[src/rtl/drvsel_pkg.sv]
package drvsel_pkg;

    localparam int LATCH_W     = 8;
    localparam int IDX_W       = $clog2(LATCH_W);
    localparam int NUM_DRIVES  = 4;
    localparam int DRV_NUM_W   = $clog2(NUM_DRIVES + 1);

    // Flag positions; the drive requests occupy the top NUM_DRIVES flags
    localparam int POS_DENSITY  = 0;
    localparam int POS_CTRL_RST = 1;
    localparam int POS_SIDE     = 2;
    localparam int POS_BANK     = 3;
    localparam int POS_REQ_BASE = LATCH_W - NUM_DRIVES;

    typedef logic [LATCH_W-1:0]    flags_t;
    typedef logic [NUM_DRIVES-1:0] drv_vec_t;
    typedef logic [DRV_NUM_W-1:0]  drv_num_t;

    typedef struct packed {
        logic bank;
        logic side;
        logic ctrl_rst;
        logic density;
    } board_ctrl_t;

    typedef struct packed {
        logic          en;
        logic [IDX_W-1:0] idx;
        logic          value;
    } bit_write_t;

    function automatic board_ctrl_t split_ctrl(input flags_t f);
        board_ctrl_t c;
        c.density  = f[POS_DENSITY];
        c.ctrl_rst = f[POS_CTRL_RST];
        c.side     = f[POS_SIDE];
        c.bank     = f[POS_BANK];
        return c;
    endfunction

    function automatic drv_vec_t request_bits(input flags_t f);
        return f[POS_REQ_BASE +: NUM_DRIVES];
    endfunction

endpackage

[src/rtl/drvsel_bit_latch.sv]
module drvsel_bit_latch
    import drvsel_pkg::*;
(
    input  logic       clk,
    input  logic       rst,
    input  bit_write_t wr,
    output flags_t     q
);

    flags_t q_r;

    // Each flag owns its own enable so that only the addressed one moves
    for (genvar k = 0; k < LATCH_W; k++) begin : g_flag
        logic hit;
        assign hit = wr.en && (wr.idx == IDX_W'(k));
        always_ff @(posedge clk) begin
            if (rst) begin
                q_r[k] <= 1'b0;
            end else if (hit) begin
                q_r[k] <= wr.value;
            end
        end
    end

    assign q = q_r;

endmodule

[src/rtl/drvsel_resolver.sv]
module drvsel_resolver
    import drvsel_pkg::*;
(
    input  drv_vec_t req,
    output drv_num_t num
);

    // Scan from the highest drive down so the lowest set request lands last
    always_comb begin
        num = '0;
        for (int d = NUM_DRIVES - 1; d >= 0; d--) begin
            if (req[d]) begin
                num = drv_num_t'(d + 1);
            end
        end
    end

endmodule

[src/rtl/drvsel_fanout.sv]
module drvsel_fanout
    import drvsel_pkg::*;
(
    input  drv_num_t num,
    input  logic     side,
    output drv_vec_t sel,
    output drv_vec_t side_out
);

    for (genvar d = 0; d < NUM_DRIVES; d++) begin : g_drv
        assign sel[d]      = (num == drv_num_t'(d + 1));
        assign side_out[d] = sel[d] & side;
    end

endmodule

[src/rtl/drvsel_latch.sv]
module drvsel_latch
    import drvsel_pkg::*;
(
    input  logic                  clk,
    input  logic                  rst,
    input  logic                  wr_en,
    input  logic [IDX_W-1:0]      wr_idx,
    input  logic                  wr_bit,
    output logic [LATCH_W-1:0]    latch_q_o,
    output logic                  density_o,
    output logic                  ctrl_reset_o,
    output logic                  side_o,
    output logic                  bank_o,
    output logic [DRV_NUM_W-1:0]  drive_num_o,
    output logic [NUM_DRIVES-1:0] drive_sel_o,
    output logic [NUM_DRIVES-1:0] side_to_drive_o
);

    bit_write_t  wr;
    flags_t      flags;
    board_ctrl_t ctrl;
    drv_num_t    num;

    assign wr.en    = wr_en;
    assign wr.idx   = wr_idx;
    assign wr.value = wr_bit;

    drvsel_bit_latch u_latch (
        .clk (clk),
        .rst (rst),
        .wr  (wr),
        .q   (flags)
    );

    assign ctrl = split_ctrl(flags);

    drvsel_resolver u_resolve (
        .req (request_bits(flags)),
        .num (num)
    );

    drvsel_fanout u_fanout (
        .num      (num),
        .side     (ctrl.side),
        .sel      (drive_sel_o),
        .side_out (side_to_drive_o)
    );

    assign latch_q_o    = flags;
    assign density_o    = ctrl.density;
    assign ctrl_reset_o = ctrl.ctrl_rst;
    assign side_o       = ctrl.side;
    assign bank_o       = ctrl.bank;
    assign drive_num_o  = num;

endmodule

[config.mk]
export PLATFORM = sky130hd
export DESIGN_NAME = drvsel_latch
export DESIGN_NICKNAME = d
export VERILOG_FILES = /design/src/rtl/drvsel_pkg.sv /design/src/rtl/drvsel_bit_latch.sv /design/src/rtl/drvsel_resolver.sv /design/src/rtl/drvsel_fanout.sv /design/src/rtl/drvsel_latch.sv
export SDC_FILE = /design/constraint.sdc
export NUM_CORES = 1
export LEC_CHECK = 0
export CAP_MARGIN = 20
export CORE_MARGIN = 3
export CORE_UTILIZATION = 36
export CTS_CLUSTER_DIAMETER = 50
export DETAILED_ROUTE_END_ITERATION = 7
export HOLD_SLACK_MARGIN = 0.08
export PLACE_DENSITY = 0.85
export SKIP_LAST_GASP = 1
export SYNTH_ARGS = -nofsm -noshare
export SYNTH_HDL_FRONTEND = slang
export SYNTH_SLANG_ARGS = --single-unit
export TNS_END_PERCENT = 50
[constraint.sdc]
create_clock -name clk -period 1.3 [get_ports clk]
set_clock_uncertainty 0.1 [all_clocks]
set_input_delay 0.26 -clock clk [delete_from_list [all_inputs] [get_ports clk]]
set_output_delay 0.26 -clock clk [all_outputs]
set_load 0.02 [all_outputs]
==> impl_metrics.yaml <==
synth:
  seq_area_frac_synth_pct: 30.8
  synth_cells: 52
  synth-async-reset-ratio_pct: 0
  yosysUniqueCellTypes: 17
  synth_enable_flop_cells: 0
  post-synth-top-count-cell: "nand2b_1"
  synth_warnings: 0
  synth_commonest_cells: "nand2b_1, dfxtp_1, mux2i_1, buf_4"
  avgSynthCellArea_sq_um: 10.0
  synth_top_area_cell: "dfxtp_1"
  syn-cell-area_sq_um: 520
  synth-main-ff-cell: "dfxtp_1"
  ys_seq_elements: 8
  synthTopCellsByArea: "dfxtp_1, mux2i_1, nand2b_1, and4bb_1, buf_4"
  syn_nets: 59
  synth.top_cell.area_share_pct: 30.8
clock_tree:
  htreeDepth: 1
  cts_tree: "yes"
  clk_latency_ns: 0.26
  clock-sinks: 8
  cts_buffers: 3
  cts_hold_buffers: 0
  clock_path_buffers: 2
  root_buffer: "clkbuf_4"
  clkTransAtPathRegs_ns: 0.06
placed_design:
  gp_congestion: 0.783
  dpl_cell_area_sq_um: 882
  numPortBuffers: 29
  hpwl_microns: 1130
timing:
  final-hold-violation-count: 0
  min_period_ns: 1.58
  post-route-period-util_pct: 121
  drv_slew: 0
  fin_hold_ws_ns: 0.381
  rsz0062_at_grt: "yes"
  setup_viol: 19
  final.setup.worst_slack_ns: -0.275
  max_freq_mhz: 635
  slew_headroom_pct: 80.4
  worstMarginPinSlew_ns: 0.293
grt:
  grt_pass1_wl_microns: 2250
  grt_antenna_before_repair: 0
  grt_pass1_vias: 517
  grt_overflow_total: 0
  grt_max_degree: 9
  grt_use_total_pct: 16.1
power:
  p_clk_share_pct: 34.1
  power.density_nw_per_um2: 616
  seqPwrFrac_pct: 43.2
  swShare_pct: 27.5
  power_uw: 582
  internal_power_uw: 422
  combPwrFrac_pct: 22.6
  peakVddDrop_mv: 0.519
  p_leak_uw: 0.000455
  p_switching_uw: 160
cells_and_area:
  drive_gt1_share_pct: 51.1
  largest_reg_flops: 8
  final.fill_count: 106
  fin_nets: 99
  multi_input_area_sq_um: 349
  fin_area_sq_um: 945
  num_antenna_cells: 0
  syn_to_final_growth_pct: 81.5
  regArea_sq_um: 175
  final_util_pct: 70.8
detailed_routing:
  routed_via_density: 5.15
  first_pass_iters: 4
  remaining_drc_errors: 0
  vias: 541
  ant_nets: 0
  wirelength_microns: 1550
  drt_first_iter_violations: 15
  wl_per_cell_microns: 14.8
worst_setup_path:
  r2r-start: "u_latch.q[4]$_SDFFE_PP0P_"
  reg2reg_depth: 4
  cp_max_fo: 5
  crit_type: "reg -> out"
  rrSetupSlack_ns: 0.35
  path_cells: "nor4b_4 -> and2_4 -> buf_6"
  end_kind: "output port"
  critPathRequiredTime_ns: 0.94
  cpPeakStageDelay_ns: 0.37
  r2r-end: "u_latch.q[4]$_SDFFE_PP0P_"
  cpMaxStageDelayCell: "dfxtp_4"
  crit_arrival_ns: 1.22
  startpoint_type: "flop"
min_path:
  holdPathEnd: "u_latch.q[1]$_SDFFE_PP0P_"
  min_from: "u_latch.q[1]$_SDFFE_PP0P_"
  hold_class: "reg -> reg"
  whs_path_depth: 2
floorplan:
  initial_core_util_pct: 39.0
  io_pins: 30
  dieArea_sq_um: 1940
  num_rows: 13
  die_h_microns: 44.0
  die-width_microns: 44.0
  core-area_sq_um: 1330
outcome:
  outcome: "finished with violations"
  failed_checks: "setup timing"
flow_run:
  maxCapViolCount: 0
## final cells by class
class,instances,area share [%]
sequential,8,18.5
tap,15,1.99
multi-input combinational,37,37.0
clock buffer,3,2.38
timing repair buffer,42,40.1
## power groups by stage
stage | registers [uW] | clock network [uW] | logic [uW]
floorplan | 269 | 0 | 49.3
global placement | 263 | 0 | 125
detailed placement | 263 | 0 | 128
CTS | 253 | 211 | 122
global route | 253 | 226 | 139
finish | 252 | 199 | 132
## how the worst max path moves through the flow
stage                    endpoint  slack [ns]  cells after the start                      start
2_1_floorplan  side_to_drive_o[3]       -0.17                      3  u_latch.q[4]$_SDFFE_PP0P_
3_3_place_gp   side_to_drive_o[3]       -0.42                      3  u_latch.q[6]$_SDFFE_PP0P_
3_5_place_dp   side_to_drive_o[3]       -0.46                      3  u_latch.q[5]$_SDFFE_PP0P_
4_1_cts        side_to_drive_o[3]       -0.27                      3  u_latch.q[4]$_SDFFE_PP0P_
5_1_grt        side_to_drive_o[3]       -0.35                      3  u_latch.q[6]$_SDFFE_PP0P_
6_report       side_to_drive_o[3]       -0.28                      3  u_latch.q[4]$_SDFFE_PP0P_
## per-stage QoR
| stage | setup WS, ns | std cells | setup TNS (ns) |
|---|---|---|---|
| after floorplan | -0.168 | 52 | -0.309 |
| after global placement | -0.420 | 100 | -5.28 |
| after detailed placement | -0.458 | 100 | -5.93 |
| after CTS | -0.272 | 103 | -2.58 |
| after global routing | -0.352 | 105 | -3.20 |
| final | -0.275 | 105 | -2.10 |
## per-layer routing
metal / track usage [%] / wire [microns]
met5: 0 / 0
met2: 26.7 / 800
met3: 7.32 / 96
met1: 16.6 / 629
met4: 9.04 / 25
## what timing repair did
item                       CTS  global route
setup endpoints to repair   23            24
pin swaps                    3             1
resized for setup           75            25
setup buffers                0             2
## logic make-up (layout without fill, tap and decap cells)
family                 Yosys count  count (layout)  share of synthesized area [%]
DFF                              8               8                           30.8
muxes                            8               8                           15.4
buffers and inverters            7              45                           9.61
and+or+nand+nor                 29              29                           44.2
## layout by cell type (no fill, tap or decap), types with 2 or more instances in the layout
| cell type | count |
|---|---|
| clkdlybuf4s50_1 | 6 |
| nand2b_1 | 10 |
| and2_4 | 2 |
| nor2_2 | 2 |
| nand4b_1 | 3 |
| and4bb_1 | 3 |
| dfxtp_4 | 4 |
| buf_4 | 15 |
| dfxtp_1 | 4 |
| dlygate4sd2_1 | 8 |
| buf_2 | 2 |
| mux2i_1 | 8 |
| buf_6 | 9 |
| clkbuf_4 | 3 |
| nor4b_2 | 2 |
## worst max-delay path, delay by kind of cell, from the launching register on
| family | cells | cell delay [ns] |
|---|---|---|
| AND/OR/NAND/NOR | 2 | 0.47 |
| flip-flops | 1 | 0.37 |
| buffers and inverters | 1 | 0.11 |
(Power assumes the default switching activity.)
